`src/rtl/rtc_trim_pkg.sv`:
```
package rtc_trim_pkg;

   // Kind of correction the scheduler requests for the current second.
   typedef enum logic [1:0] {
      TRIM_NONE = 2'd0,
      TRIM_FAST = 2'd1,
      TRIM_SLOW = 2'd2
   } trim_e;

endpackage

```
`src/rtl/trim_prescaler.sv`:
```
module trim_prescaler
   import rtc_trim_pkg::*;
#(
   parameter int LOW_DIV  = 256,
   parameter int HIGH_DIV = 128
) (
   input  logic  clk,
   input  logic  rst_n,
   input  logic  step,
   input  trim_e trim,
   output logic  sec_end,
   output logic  at_zero
);
   localparam int LOW_LONG = LOW_DIV + LOW_DIV / 2;
   localparam int LOW_W    = $clog2(LOW_LONG);
   localparam int HIGH_W   = $clog2(HIGH_DIV);

   logic [LOW_W-1:0]  low_q;
   logic [HIGH_W-1:0] high_q;
   logic [LOW_W-1:0]  low_top;
   logic [HIGH_W-1:0] high_top;
   logic              low_end;
   logic              high_end;

   // The slow trim stretches only the first lower-stage period of the second.
   // The fast trim drops one upper-stage count.
   always_comb begin
      low_top  = ((trim == TRIM_SLOW) && (high_q == '0)) ? LOW_W'(LOW_LONG - 1)
                                                         : LOW_W'(LOW_DIV - 1);
      high_top = (trim == TRIM_FAST) ? HIGH_W'(HIGH_DIV - 2) : HIGH_W'(HIGH_DIV - 1);
      low_end  = (low_q == low_top);
      high_end = (high_q == high_top);
      sec_end  = step && low_end && high_end;
      at_zero  = (low_q == '0) && (high_q == '0);
   end

   always_ff @(posedge clk or negedge rst_n) begin
      if (!rst_n) begin
         low_q  <= '0;
         high_q <= '0;
      end else if (step) begin
         if (low_end) begin
            low_q  <= '0;
            high_q <= high_end ? '0 : high_q + 1'b1;
         end else begin
            low_q  <= low_q + 1'b1;
         end
      end
   end
endmodule

```
`src/rtl/trim_scheduler.sv`:
```
module trim_scheduler
   import rtc_trim_pkg::*;
#(
   parameter int SEC_PER_MIN = 60,
   parameter int CYCLE_MIN   = 64,
   parameter int ADJ_MIN     = 62,
   parameter int MAG_W       = 5,
   localparam int MIN_W      = $clog2(CYCLE_MIN)
) (
   input  logic             clk,
   input  logic             rst_n,
   input  logic             step,
   input  logic             sec_end,
   input  logic             at_zero,
   input  logic [MAG_W:0]   cal_in,
   output trim_e            trim,
   output logic [MIN_W-1:0] min_cnt,
   output logic             minute_start,
   output logic [MAG_W:0]   cal_q
);
   localparam int SEC_W = (SEC_PER_MIN > 1) ? $clog2(SEC_PER_MIN) : 1;

   logic [SEC_W-1:0] sec_q;
   logic [MIN_W-1:0] min_q;
   logic             eligible;

   assign min_cnt      = min_q;
   assign minute_start = step && at_zero && (sec_q == '0);

   always_comb begin
      eligible = (sec_q == '0)
              && (int'(min_q) < 2 * int'(cal_q[MAG_W-1:0]))
              && (int'(min_q) < ADJ_MIN);
      if (!eligible)         trim = TRIM_NONE;
      else if (cal_q[MAG_W]) trim = TRIM_FAST;
      else                   trim = TRIM_SLOW;
   end

   always_ff @(posedge clk or negedge rst_n) begin
      if (!rst_n) begin
         sec_q <= '0;
         min_q <= '0;
         cal_q <= '0;
      end else begin
         if (minute_start) cal_q <= cal_in;
         if (sec_end) begin
            if (sec_q == SEC_W'(SEC_PER_MIN - 1)) begin
               sec_q <= '0;
               min_q <= (min_q == MIN_W'(CYCLE_MIN - 1)) ? '0 : min_q + 1'b1;
            end else begin
               sec_q <= sec_q + 1'b1;
            end
         end
      end
   end
endmodule

```
`src/rtl/ft_divider.sv`:
```
module ft_divider #(
   parameter int FT_HALF = 32
) (
   input  logic clk,
   input  logic rst_n,
   input  logic osc_en,
   input  logic stop,
   input  logic gate,
   output logic ft_out
);
   localparam int FT_W = $clog2(FT_HALF);

   logic [FT_W-1:0] cnt_q;
   logic            out_q;

   assign ft_out = out_q;

   // Stop freezes the divider; a closed gate parks it low and cleared.
   always_ff @(posedge clk or negedge rst_n) begin
      if (!rst_n) begin
         cnt_q <= '0;
         out_q <= 1'b0;
      end else if (!stop) begin
         if (!gate) begin
            cnt_q <= '0;
            out_q <= 1'b0;
         end else if (osc_en) begin
            if (cnt_q == FT_W'(FT_HALF - 1)) begin
               cnt_q <= '0;
               out_q <= ~out_q;
            end else begin
               cnt_q <= cnt_q + 1'b1;
            end
         end
      end
   end
endmodule

```
`src/rtl/rtc_trim_divider.sv`:
```
module rtc_trim_divider
   import rtc_trim_pkg::*;
#(
   parameter int LOW_DIV     = 256,
   parameter int HIGH_DIV    = 128,
   parameter int SEC_PER_MIN = 60,
   parameter int CYCLE_MIN   = 64,
   parameter int ADJ_MIN     = 62,
   parameter int MAG_W       = 5,
   parameter int FT_HALF     = 32,
   parameter bit TICK_REG    = 1'b1
) (
   input  logic           clk,
   input  logic           rst_n,
   input  logic           osc_en,
   input  logic           stop,
   input  logic [MAG_W:0] cal_byte,
   input  logic           ft_en,
   input  logic           alarm_flag_en,
   input  logic           wdog_steer,
   input  logic           wdog_zero,
   output logic           tick_1hz,
   output logic           ft_out
);
   localparam int MIN_W = $clog2(CYCLE_MIN);

   // Elaboration-time parameter checks.
   if (LOW_DIV < 2 || (LOW_DIV % 2) != 0) begin : g_bad_low
      $error("LOW_DIV must be even and at least 2");
   end
   if (HIGH_DIV < 2) begin : g_bad_high
      $error("HIGH_DIV must be at least 2");
   end
   if (FT_HALF < 2) begin : g_bad_ft
      $error("FT_HALF must be at least 2");
   end
   if (ADJ_MIN > CYCLE_MIN || CYCLE_MIN < 2) begin : g_bad_cycle
      $error("ADJ_MIN must not exceed CYCLE_MIN");
   end
   if (2 * ((1 << MAG_W) - 1) > ADJ_MIN) begin : g_bad_mag
      $error("largest magnitude would reach past ADJ_MIN");
   end

   logic             step;
   logic             sec_end;
   logic             at_zero;
   logic             ft_gate;
   trim_e            trim;
   logic [MIN_W-1:0] min_cnt;
   logic             minute_start;
   logic [MAG_W:0]   cal_q;

   assign step    = osc_en && !stop;
   assign ft_gate = ft_en && !alarm_flag_en && (wdog_steer || wdog_zero);

   trim_prescaler #(
      .LOW_DIV (LOW_DIV),
      .HIGH_DIV(HIGH_DIV)
   ) u_pre (
      .clk    (clk),
      .rst_n  (rst_n),
      .step   (step),
      .trim   (trim),
      .sec_end(sec_end),
      .at_zero(at_zero)
   );

   trim_scheduler #(
      .SEC_PER_MIN(SEC_PER_MIN),
      .CYCLE_MIN  (CYCLE_MIN),
      .ADJ_MIN    (ADJ_MIN),
      .MAG_W      (MAG_W)
   ) u_sched (
      .clk         (clk),
      .rst_n       (rst_n),
      .step        (step),
      .sec_end     (sec_end),
      .at_zero     (at_zero),
      .cal_in      (cal_byte),
      .trim        (trim),
      .min_cnt     (min_cnt),
      .minute_start(minute_start),
      .cal_q       (cal_q)
   );

   ft_divider #(
      .FT_HALF(FT_HALF)
   ) u_ft (
      .clk   (clk),
      .rst_n (rst_n),
      .osc_en(osc_en),
      .stop  (stop),
      .gate  (ft_gate),
      .ft_out(ft_out)
   );

   if (TICK_REG) begin : g_tick_reg
      logic tick_q;
      always_ff @(posedge clk or negedge rst_n) begin
         if (!rst_n) tick_q <= 1'b0;
         else        tick_q <= sec_end;
      end
      assign tick_1hz = tick_q;
   end else begin : g_tick_comb
      assign tick_1hz = sec_end;
   end
endmodule

```
`config.mk`:
```
export PLATFORM = sky130hd
export DESIGN_NAME = rtc_trim_divider
export DESIGN_NICKNAME = d
export VERILOG_FILES = /design/src/rtl/rtc_trim_pkg.sv /design/src/rtl/trim_prescaler.sv /design/src/rtl/trim_scheduler.sv /design/src/rtl/ft_divider.sv /design/src/rtl/rtc_trim_divider.sv
export SDC_FILE = /design/constraint.sdc
export NUM_CORES = 1
export LEC_CHECK = 0
export ABC_AREA = 1
export ABC_CLOCK_PERIOD_IN_PS = 2100
export BUFFER_PORTS_ARGS = -buffer_cell sky130_fd_sc_hd__buf_4
export CAP_MARGIN = 15
export CORE_ASPECT_RATIO = 1.4
export CORE_MARGIN = 2
export CORE_UTILIZATION = 49
export DETAILED_ROUTE_END_ITERATION = 10
export PLACE_DENSITY = 0.76
export SLEW_MARGIN = 20
export SYNTH_ARGS = -nofsm -noshare
export SYNTH_HDL_FRONTEND = slang
export SYNTH_SLANG_ARGS = --single-unit
```
`constraint.sdc`:
```
create_clock -name clk -period 2.1 [get_ports clk]
set_input_delay 0.42 -clock clk [delete_from_list [all_inputs] [get_ports clk]]
set_output_delay 0.42 -clock clk [all_outputs]
set_load 0.01 [all_outputs]
```
==> run metrics <==
outcome finished clean; DRT antenna net count 0; Final Max Tran Viols 0; Post-Syn Area 2475 µm²; critical path class reg -> reg; Layout Nets 360; Yosys cell types 33; largest cells by area after synthesis dfrtp_1 (41%), nand2_1 (9.3%), ha_1 (6.6%), inv_1 (6.5%), xor2_1 (3.5%); 1st-pass router iterations 4; Post-synth ARST share 100.0%; I/O pins 16; PortBufs 15; fin crit period 1971 ps; Worst Tran Pin Value 516.2 ps; pwr/cell area 627.1 nW/µm²; sequential element share of the synthesized area 41.46%; final instance area 2920 µm²; achievable frequency 0.5073 GHz; initial antenna violation count 0; # fillers 436; clk slew on worst S/H paths 80 ps; CTS tree yes; die width 64.07 µm; Setup TNS 0 ps; Root Driver clkbuf_8; synth cell count leaders nand2_1 (61), inv_1 (43), dfrtp_1 (41), nor2_1 (22), nand3_1 (16); most common cell in the synthesized netlist nand2_1; fin crit share 93.87%; CP Launch Type register; Synth Flop Type dfrtp_1; final core utilization 60.31%; worst path required time 2340 ps; final setup fails 0; Initial Util 51.11%; Die H 88.09 µm; Design Power 1.831 mW; CP endpoint kind register; endpoints failing hold 0; 1st-iter DRT viols 43; Seq cells post-synth 41; num rows 30; crit-path max FO 6; RR Startpoint u_sched.min_cnt[4]$_DFFE_PN0P_; Hold Buf Count CTS 0; residual DRC count 0; vias in the first global route 1989; syn_nets 325; routed vias 2077; share of cells above drive strength 1 22.52%; wire per inst 12.58 µm; Ant. Diodes 0; Final GP Congestion 0.8112; clock sinks 41; Yosys Warn Count 0; Reg-to-Reg End u_sched.min_cnt[3]$_DFFE_PN0P_; Setup crit start u_sched.min_cnt[4]$_DFFE_PN0P_; cell type with the largest total area after synthesis dfrtp_1; maximum VDD drop 348.8 µV; max_cap viols 0; worst r2r path cells 11; final wirelength 4.994 mm; Yosys top cell area share 41.46%; CTS Buf Count 5; Arr. time, crit path 2210 ps; EDFF count, synth 0; Total Routing Usage GR 19.33%; Clock Skew 5.931 ps; leakage power total 1.422 nW; Mapped Cells 298; GRT overflow 0; CTS Buffer Depth 2; Post-DP Area 2716 µm²; total die area 5643 µm²; dpl hpwl 3.476 mm; largest net degree at the start of global routing 42; first-pass GRT wire length 8.418 mm; Syn Area/Cell 8.305 µm²; clk_lat worst skew 300 ps; vias per cell 5.232; CTS HTree Levels 2; reg2reg setup slack 130 ps; Syn-to-layout area delta 18.00%; Hold Crit Class in -> async; relative slew slack 65.59%; CORE AREA 4842 µm²
-- stage by stage --
stage          hold slack (ps)  worst slack [ps]  std cells
6_report                 89.79             128.6        397
5_1_grt                  123.4            -10.29        397
4_1_cts                  117.7             93.59        391
3_5_place_dp             440.5             96.92        384
3_3_place_gp             437.5             128.0        384
2_1_floorplan            124.4             295.2        298
-- how the worst max path moves through the flow --
stage                                           to  slack (ps)  cells past startpoint
detailed placement  u_sched.min_cnt[3]$_DFFE_PN0P_         100                     11
finish              u_sched.min_cnt[3]$_DFFE_PN0P_         130                     11
global placement    u_sched.min_cnt[3]$_DFFE_PN0P_         130                     11
floorplan           u_sched.min_cnt[2]$_DFFE_PN0P_         300                     11
CTS                 u_sched.min_cnt[3]$_DFFE_PN0P_          90                     11
global route        u_sched.min_cnt[3]$_DFFE_PN0P_         -10                     11
-- placed cells by master, fill, tap and decap left out, types with 4 or more instances in the layout --
master	count
nand2_1	60
inv_1	43
dfrtp_1	41
buf_4	30
nor2_1	20
nand3_1	15
nand4_1	12
ha_1	11
nor3_1	10
xor2_1	10
o21ai_1	9
o21ai_0	9
a21oi_1	7
o21ai_2	6
clkbuf_8	5
nor2_4	4
or2_2	4
-- power breakdown --
| part | leakage, nW | switching [mW] | internal, mW |
|---|---|---|---|
| Combinational | 0.850 | 0.163 | 0.103 |
| Clock | 0.0540 | 0.271 | 0.346 |
| Sequential | 0.518 | 0.0810 | 0.868 |
| Total | 1.42 | 0.515 | 1.32 |
-- cell families after synthesis --
logic type	synth area share (%)
adders and majority gates	6.572
and+or+nand+nor	31.24
xor gates and xnor gates	4.247
AOI/OAI and AO/OA	8.139
buffers and inverters	8.341
DFF	41.46
-- state kept, by name, summed over array words and instances (netlist names) --
name	flops
tick_1hz	1
u_pre.low_q	9
u_ft.ft_out	1
u_pre.high_q	7
u_sched.cal_q	6
u_ft.cnt_q	5
u_sched.sec_q	6
u_sched.min_cnt	6
-- per-layer routing --
layer  global-route usage, %  part of all wire, %
met5                       0                    0
met4                   8.300                  1.7
met3                   4.370                  3.4
met2                   35.98                   54
met1                   20.83                   41
-- cell type report --
type | instances | area [µm²] | share of cell area [%]
clock buffers | 5 | 68.82 | 2.356
clock inverters | 2 | 35.03 | 1.200
inverters | 46 | 172.7 | 5.913
multi-input cells | 208 | 1301 | 44.56
flip-flops and latches | 41 | 1026 | 35.13
well taps | 64 | 80.08 | 2.742
repair buffers | 31 | 236.5 | 8.098
-- repair_timing --
| action | in CTS | in global routing |
|---|---|---|
| gates resized for setup | 0 | 11 |
| buffers inserted | 0 | 4 |
| setup endpoints to repair | 0 | 14 |
-- worst max-delay path: stages (launching register included) --
cell     delay, ps
dfrtp_1        440
ha_1           230
a21oi_2        130
nand2_1         90
nor2_4         130
nand3_1        100
nand2_2        120
nand3_4        100
nor2_4         230
buf_4          160
nand4_1         80
nand2_1         90
No activity file was read; power rests on OpenSTA's default activity.
